**config.mk**
```make
export PLATFORM = sky130hd
export DESIGN_NAME = lfu_top
export DESIGN_NICKNAME = d
export VERILOG_FILES = /design/src/rtl/lfu_pkg.sv /design/src/rtl/lfu_decode.sv /design/src/rtl/lfu_bit_cell.sv /design/src/rtl/lfu_top.sv
export SDC_FILE = /design/constraint.sdc
export NUM_CORES = 1
export LEC_CHECK = 0
export ABC_AREA = 1
export CORE_UTILIZATION = 29
export DETAILED_ROUTE_END_ITERATION = 8
export SYNTH_ARGS = -nofsm -noshare
export SYNTH_HDL_FRONTEND = slang
export SYNTH_SLANG_ARGS = --single-unit
```
**constraint.sdc**
```tcl
create_clock -name vclk -period 0.84
set_input_delay 0.084 -clock vclk [all_inputs]
set_output_delay 0.084 -clock vclk [all_outputs]
set_load 0.05 [all_outputs]
```
**src/rtl/lfu_pkg.sv**
```systemverilog
// Package: shared operation encoding for the logical function unit.
// Assumes: a 3-bit code whose numeric value is the operation index.
package lfu_pkg;
    localparam int LFU_CODE_W  = 3;
    localparam int LFU_NUM_OPS = 1 << LFU_CODE_W;

    typedef enum logic [LFU_CODE_W-1:0] {
        LFU_ONE  = 3'd0,
        LFU_OR   = 3'd1,
        LFU_NAND = 3'd2,
        LFU_XOR  = 3'd3,
        LFU_XNOR = 3'd4,
        LFU_AND  = 3'd5,
        LFU_NOR  = 3'd6,
        LFU_ZERO = 3'd7
    } lfu_op_e;
endpackage

```
**src/rtl/lfu_decode.sv**
```systemverilog
// Module: turns the operation code into a one-hot select shared by all bits.
// Assumes: the code is binary with bit 2 most significant; every code is legal.
module lfu_decode
    import lfu_pkg::*;
(
    input  logic [LFU_CODE_W-1:0]  code,
    output logic [LFU_NUM_OPS-1:0] sel_oh
);
    // Purpose: assert exactly one select line for the given code.
    always_comb begin
        for (int k = 0; k < LFU_NUM_OPS; k++) begin
            sel_oh[k] = (code == LFU_CODE_W'(k));
        end
    end


    always_comb begin
        sel_onehot_chk: assert ($onehot(sel_oh))
            else $display("sel_onehot_chk violated: %b", sel_oh);
    end
endmodule

```
**src/rtl/lfu_bit_cell.sv**
```systemverilog
// Module: one result bit; forms all eight candidates and picks one by select.
// Assumes: sel_oh is one-hot, ordered as the lfu_op_e encoding.
module lfu_bit_cell
    import lfu_pkg::*;
(
    input  logic                   a,
    input  logic                   b,
    input  logic [LFU_NUM_OPS-1:0] sel_oh,
    output logic                   y
);
    logic [LFU_NUM_OPS-1:0] cand;

    // Purpose: precompute every operation result for this bit.
    always_comb begin
        cand           = '0;
        cand[LFU_ONE]  = 1'b1;
        cand[LFU_OR]   = a | b;
        cand[LFU_NAND] = ~(a & b);
        cand[LFU_XOR]  = a ^ b;
        cand[LFU_XNOR] = ~(a ^ b);
        cand[LFU_AND]  = a & b;
        cand[LFU_NOR]  = ~(a | b);
        cand[LFU_ZERO] = 1'b0;
    end

    // Purpose: AND-OR selection of one candidate (an 8:1 mux).
    always_comb begin
        y = |(cand & sel_oh);
    end
endmodule

```
**src/rtl/lfu_top.sv**
```systemverilog
// Module: bitwise logical function unit; WIDTH identical bit cells share one decoder.
// Assumes: purely combinational use; no clock or reset is needed.
module lfu_top
    import lfu_pkg::*;
#(
    parameter int WIDTH = 8
) (
    input  logic [LFU_CODE_W-1:0] op_code,
    input  logic [WIDTH-1:0]      opnd_a,
    input  logic [WIDTH-1:0]      opnd_b,
    output logic [WIDTH-1:0]      result
);
    localparam logic [WIDTH-1:0] ALL_ONES = {WIDTH{1'b1}};

    logic [LFU_NUM_OPS-1:0] sel_oh;

    lfu_decode u_dec (
        .code   (op_code),
        .sel_oh (sel_oh)
    );

    // One cell per result bit.
    for (genvar i = 0; i < WIDTH; i++) begin : g_bit
        lfu_bit_cell u_cell (
            .a      (opnd_a[i]),
            .b      (opnd_b[i]),
            .sel_oh (sel_oh),
            .y      (result[i])
        );
    end

    // Purpose: guard port-level relations of the selected operation.
    always_comb begin

        if (op_code == LFU_ONE) begin
            all_ones_chk: assert (result == ALL_ONES)
                else $display("all_ones_chk violated: %h", result);
        end

        if (op_code == LFU_ZERO) begin
            all_zero_chk: assert (result == '0)
                else $display("all_zero_chk violated: %h", result);
        end

        if (op_code == LFU_OR) begin
            or_cover_chk: assert (((opnd_a | opnd_b) & ~result) == '0)
                else $display("or_cover_chk violated: %h", result);
        end

        if (op_code == LFU_AND) begin
            and_subset_chk: assert ((result & ~opnd_a) == '0)
                else $display("and_subset_chk violated: %h", result);
        end

        if (op_code == LFU_NOR) begin
            nor_disjoint_chk: assert ((result & (opnd_a | opnd_b)) == '0)
                else $display("nor_disjoint_chk violated: %h", result);
        end
    end
endmodule

```
---- Word-level counts from Yosys, hierarchy flattened ----
Cells that the tools add are included.
word-level totals
  register bits ........................... 0
  output and inout bits ................... 8
  input port bits ......................... 19
cells by class
  bitwise operators ....................... 56
  eq/ne operators ......................... 7
  reductions and logical operators ........ 9
operator list
  operator                                              number
  AND 7 x 8 -> 8 bit                                    8
  OR reduction 8 bit                                    8
  NOT 1 bit                                             24
  equality test 3 bit (second input constant)           4
  AND 1 bit                                             8
  bitwise OR 1 bit                                      8
  bitwise XOR 1 bit                                     8
  equality test 3 x 2 -> 1 bit (second input constant)  2
  equality test 3 x 1 -> 1 bit (second input constant)  1
  zero test 3 bit                                       1

---- Depth between registers and ports, before layout ----
  depth in word-level cells ............... 4
  depth in mapped cells ................... 8
  depth with buffers taken out ............ 7

---- Modules after synthesis ----
From an unflattened synthesis, not the netlist that was laid out.
second synthesis, totals
  cell total of the unflattened synthesis .. 175
  area, all modules ....................... 817.0 um2
modules (own cells, without submodules)
  module        sequential area each (um2)  times used  cells each  area an instance (um2)
  lfu_bit_cell  0.0                         8           20          95.1
  lfu_decode    0.0                         1           15          56.3

---- Worst setup path before layout ----
Ideal clock, no wire load.
  path kind ............................... input to output
  start ................................... input opnd_a[4]
  end ..................................... output result[4]
  path buffers ............................ 1
  cell stages on the path ................. 7
  data arrival time ....................... 844 ps
  required time ........................... 756 ps
  setup slack ............................. -88 ps
  cell sequence ........................... inv_1 ha_1 nand4_1 nand2_1 nor2_1 nand2_1 buf_4
on the way
  word-level cells in the longest chain between the ends .. 4
  elaborated cells between the ends (all ways) .. 8
ends and longest elaborated chain
  element                                  RTL line                                                    RTL
  from (decl)                              lfu_top.sv:9                                                input logic [WIDTH-1:0] opnd_a,
  AND 1 bit, or another cell as far along  lfu_bit_cell.sv:18, lfu_bit_cell.sv:21
  NOT 1 bit (on tied branches)             lfu_bit_cell.sv:18, lfu_bit_cell.sv:20, lfu_bit_cell.sv:22
  AND 7 x 8 -> 8 bit *                     lfu_bit_cell.sv:28                                          y = |(cand & sel_oh);
  OR reduction 8 bit *                     lfu_bit_cell.sv:28
  to (decl)                                lfu_top.sv:11                                               output logic [WIDTH-1:0] result
Every way passes the cells marked *; elsewhere a longest branch is shown, timed or not.

---- Final worst setup path ----
  start ................................... input opnd_a[2]
  end ..................................... output result[2]
Same word-level chain as after synthesis.

==> results_dict.tcl <==
set metrics [dict create \
    status "complete, but fails checks" \
    violations "negative setup slack" \
    gp_congestion 0.7459 \
    avgSynthCellArea_um2 6.191 \
    finalSetupViolCount 8 \
    post-route-period-util 1.206 \
    cts_hold_buffers 0 \
    ir_drop_mv 0.3388 \
    path_class "input port to output port" \
    swShare 0.5129 \
    slew_violations 0 \
    nNetsFinal 215 \
    hold_depth 6 \
    grt_max_degree 16 \
    n_antenna_cell 0 \
    drtPass1Iterations 4 \
    synth.most_common_cell "nand2_1" \
    ant_nets 0 \
    dpl_cell_area_um2 1455 \
    io-pin-count 27 \
    vias 1088 \
    worst_pin_slew_ns 0.1538 \
    start_util 0.3077 \
    synth_top_cell_by_area "ha_1" \
    die_area_um2 3499 \
    first_global_vias 1063 \
    die_h_um 59.15 \
    finalHoldViolCount 0 \
    met1_length_mm 1.019 \
    seq_power_share 0 \
    worstHoldStart "op_code[0]" \
    gr-usage-all-layers 0.1504 \
    ys_seq_area_frac 0 \
    synthToLayoutAreaGrowth_pct 72.92 \
    synthCells 153 \
    wl_met2_mm 1.386 \
    power_switching_uw 555.8 \
    clockPowerShare 0 \
    post_drt_wl_per_cell_um 11.50 \
    p_int_uw 527.9 \
    synth_area_um2 947.2 \
    min_to "result[5]" \
    netlist_top_cells_count "25 x nand2_1, 24 x inv_1, 24 x nand4_1, 24 x nor2_1, 16 x ha_1" \
    cap_violations 0 \
    cp_max_fo 2 \
    synth_nets 188 \
    synth.distinct_cells 16 \
    antenna_found_initial 0 \
    die_w_um 59.15 \
    cp.arrival_ns 0.93 \
    yosys_warnings 0 \
    route.met3.wl_um 129 \
    portBuffers 27 \
    avgViaCountPerCell 4.901 \
    fmax_ghz 0.9869 \
    drc 0 \
    seq_cells 0 \
    rsz0062_at_grt "true" \
    synth_area_leaders "ha_1 21%, nand4_1 16%, nand2_1 9.9%" \
    synth_top_area_frac 0.2114 \
    dp_hpwl_mm 1.915 \
    start_kind "input port" \
    drt-total-wl_mm 2.554 \
    grt_remaining_overflow 0 \
    highest_layer "met4" \
    slew_headroom 0.8975 \
    grt_pass1_wl_mm 4.305 \
    core_um2 3078 \
    fin_crit_ns 1.013 \
    power_mw 1.084 \
    drive_gt1_frac 0.5281 \
    fin_ws_ns -0.1733 \
    clock_buffers 0 \
    fin_area_um2 1638 \
    min_path_type "input port to output port" \
    p_leak_nw 0.7753 \
    cp-end-kind "output port" \
    row_count 20 \
    power_frac_comb 1.000 \
    powerDensity_nw_per_um2 661.6 \
    seq_area_um2 0 \
    drtIter0Drc 18 \
    crit_required_ns 0.76 \
]
## cells by family after synthesis
group	after synthesis	share of synthesized area
simple gates	85	0.4439
compound gates	7	0.06473
fa+ha+maj	16	0.2114
buf+inv	45	0.2800
## layer usage
| metal | track usage | vias up |
|---|---|---|
| li1 | - | 546 |
| met1 | 0.1900 | 498 |
| met2 | 0.2906 | 42 |
| met3 | 0.004367 | 2 |
| met4 | 0.01361 | 0 |
| met5 | 0 | - |
## critical path: stages
cell and delay, ns:
buf_8 0.10, inv_4 0.05, ha_4 0.20, nand4_1 0.08, nand2_1 0.06, nor2_1 0.10
nand2_1 0.09, buf_12 0.16
## worst max-delay path by stage
stage / from / to / slack [ns] / cells past startpoint
6_report: opnd_a[2] / result[2] / -0.17 / 8
5_1_grt: opnd_a[3] / result[3] / -0.24 / 8
4_1_cts: op_code[1] / result[5] / -0.23 / 9
3_5_place_dp: op_code[0] / result[5] / -0.72 / 8
3_3_place_gp: op_code[0] / result[5] / -0.66 / 8
2_1_floorplan: op_code[0] / result[1] / -0.03 / 8
## timing repair
action                     CTS  global route
setup endpoints to repair    8             8
resized for setup          106            45
pin swaps                   33            36
buffers inserted             3             0
## layout make-up
class | count | area [um^2]
inverter | 28 | 155.1
timing repair buffer | 42 | 580.6
multi-input combinational | 108 | 847.1
fill | 305 | 1440
tap | 44 | 55.05
## power by group through the flow
stage	Sequential, mW	Clock, mW	Combinational (mW)
2_1_floorplan	0	0	0.685
3_3_place_gp	0	0	0.971
3_5_place_dp	0	0	0.992
4_1_cts	0	0	1.01
5_1_grt	0	0	1.16
6_report	0	0	1.08
## placed cells by master, fill, tap and decap left out
cell | netlist | layout
inv_6 | 1 | 1
nor2_4 | 1 | 1
nand2_8 | 1 | 1
ha_1 | 16 | 6
a21oi_2 | 7 | 7
nand3_4 | 0 | 1
nand2_2 | 0 | 1
nand3_2 | 1 | 9
nor2_1 | 24 | 22
buf_6 | 4 | 22
buf_4 | 12 | 3
inv_4 | 2 | 12
ha_4 | 0 | 8
buf_12 | 0 | 11
nand4_1 | 24 | 24
buf_8 | 1 | 6
inv_8 | 0 | 2
inv_2 | 1 | 5
inv_1 | 24 | 8
nor2_2 | 0 | 2
ha_2 | 0 | 2
nand2_1 | 25 | 24
## stage by stage
| stage | setup TNS, ns | hold slack (ns) | util | instances | setup WS [ns] |
|---|---|---|---|---|---|
| after floorplan | -0.2226 | 0.6389 | - | 153 | -0.03105 |
| after global placement | -5.250 | 1.183 | 0.4728 | 221 | -0.6633 |
| after detailed placement | -5.659 | 1.196 | 0.4728 | 221 | -0.7175 |
| after CTS | -1.730 | 0.8091 | 0.4805 | 224 | -0.2285 |
| after global routing | -1.735 | 0.7441 | 0.5321 | 222 | -0.2445 |
| final | -1.219 | 0.7010 | 0.5321 | 222 | -0.1733 |
(Power assumes the default switching activity.)
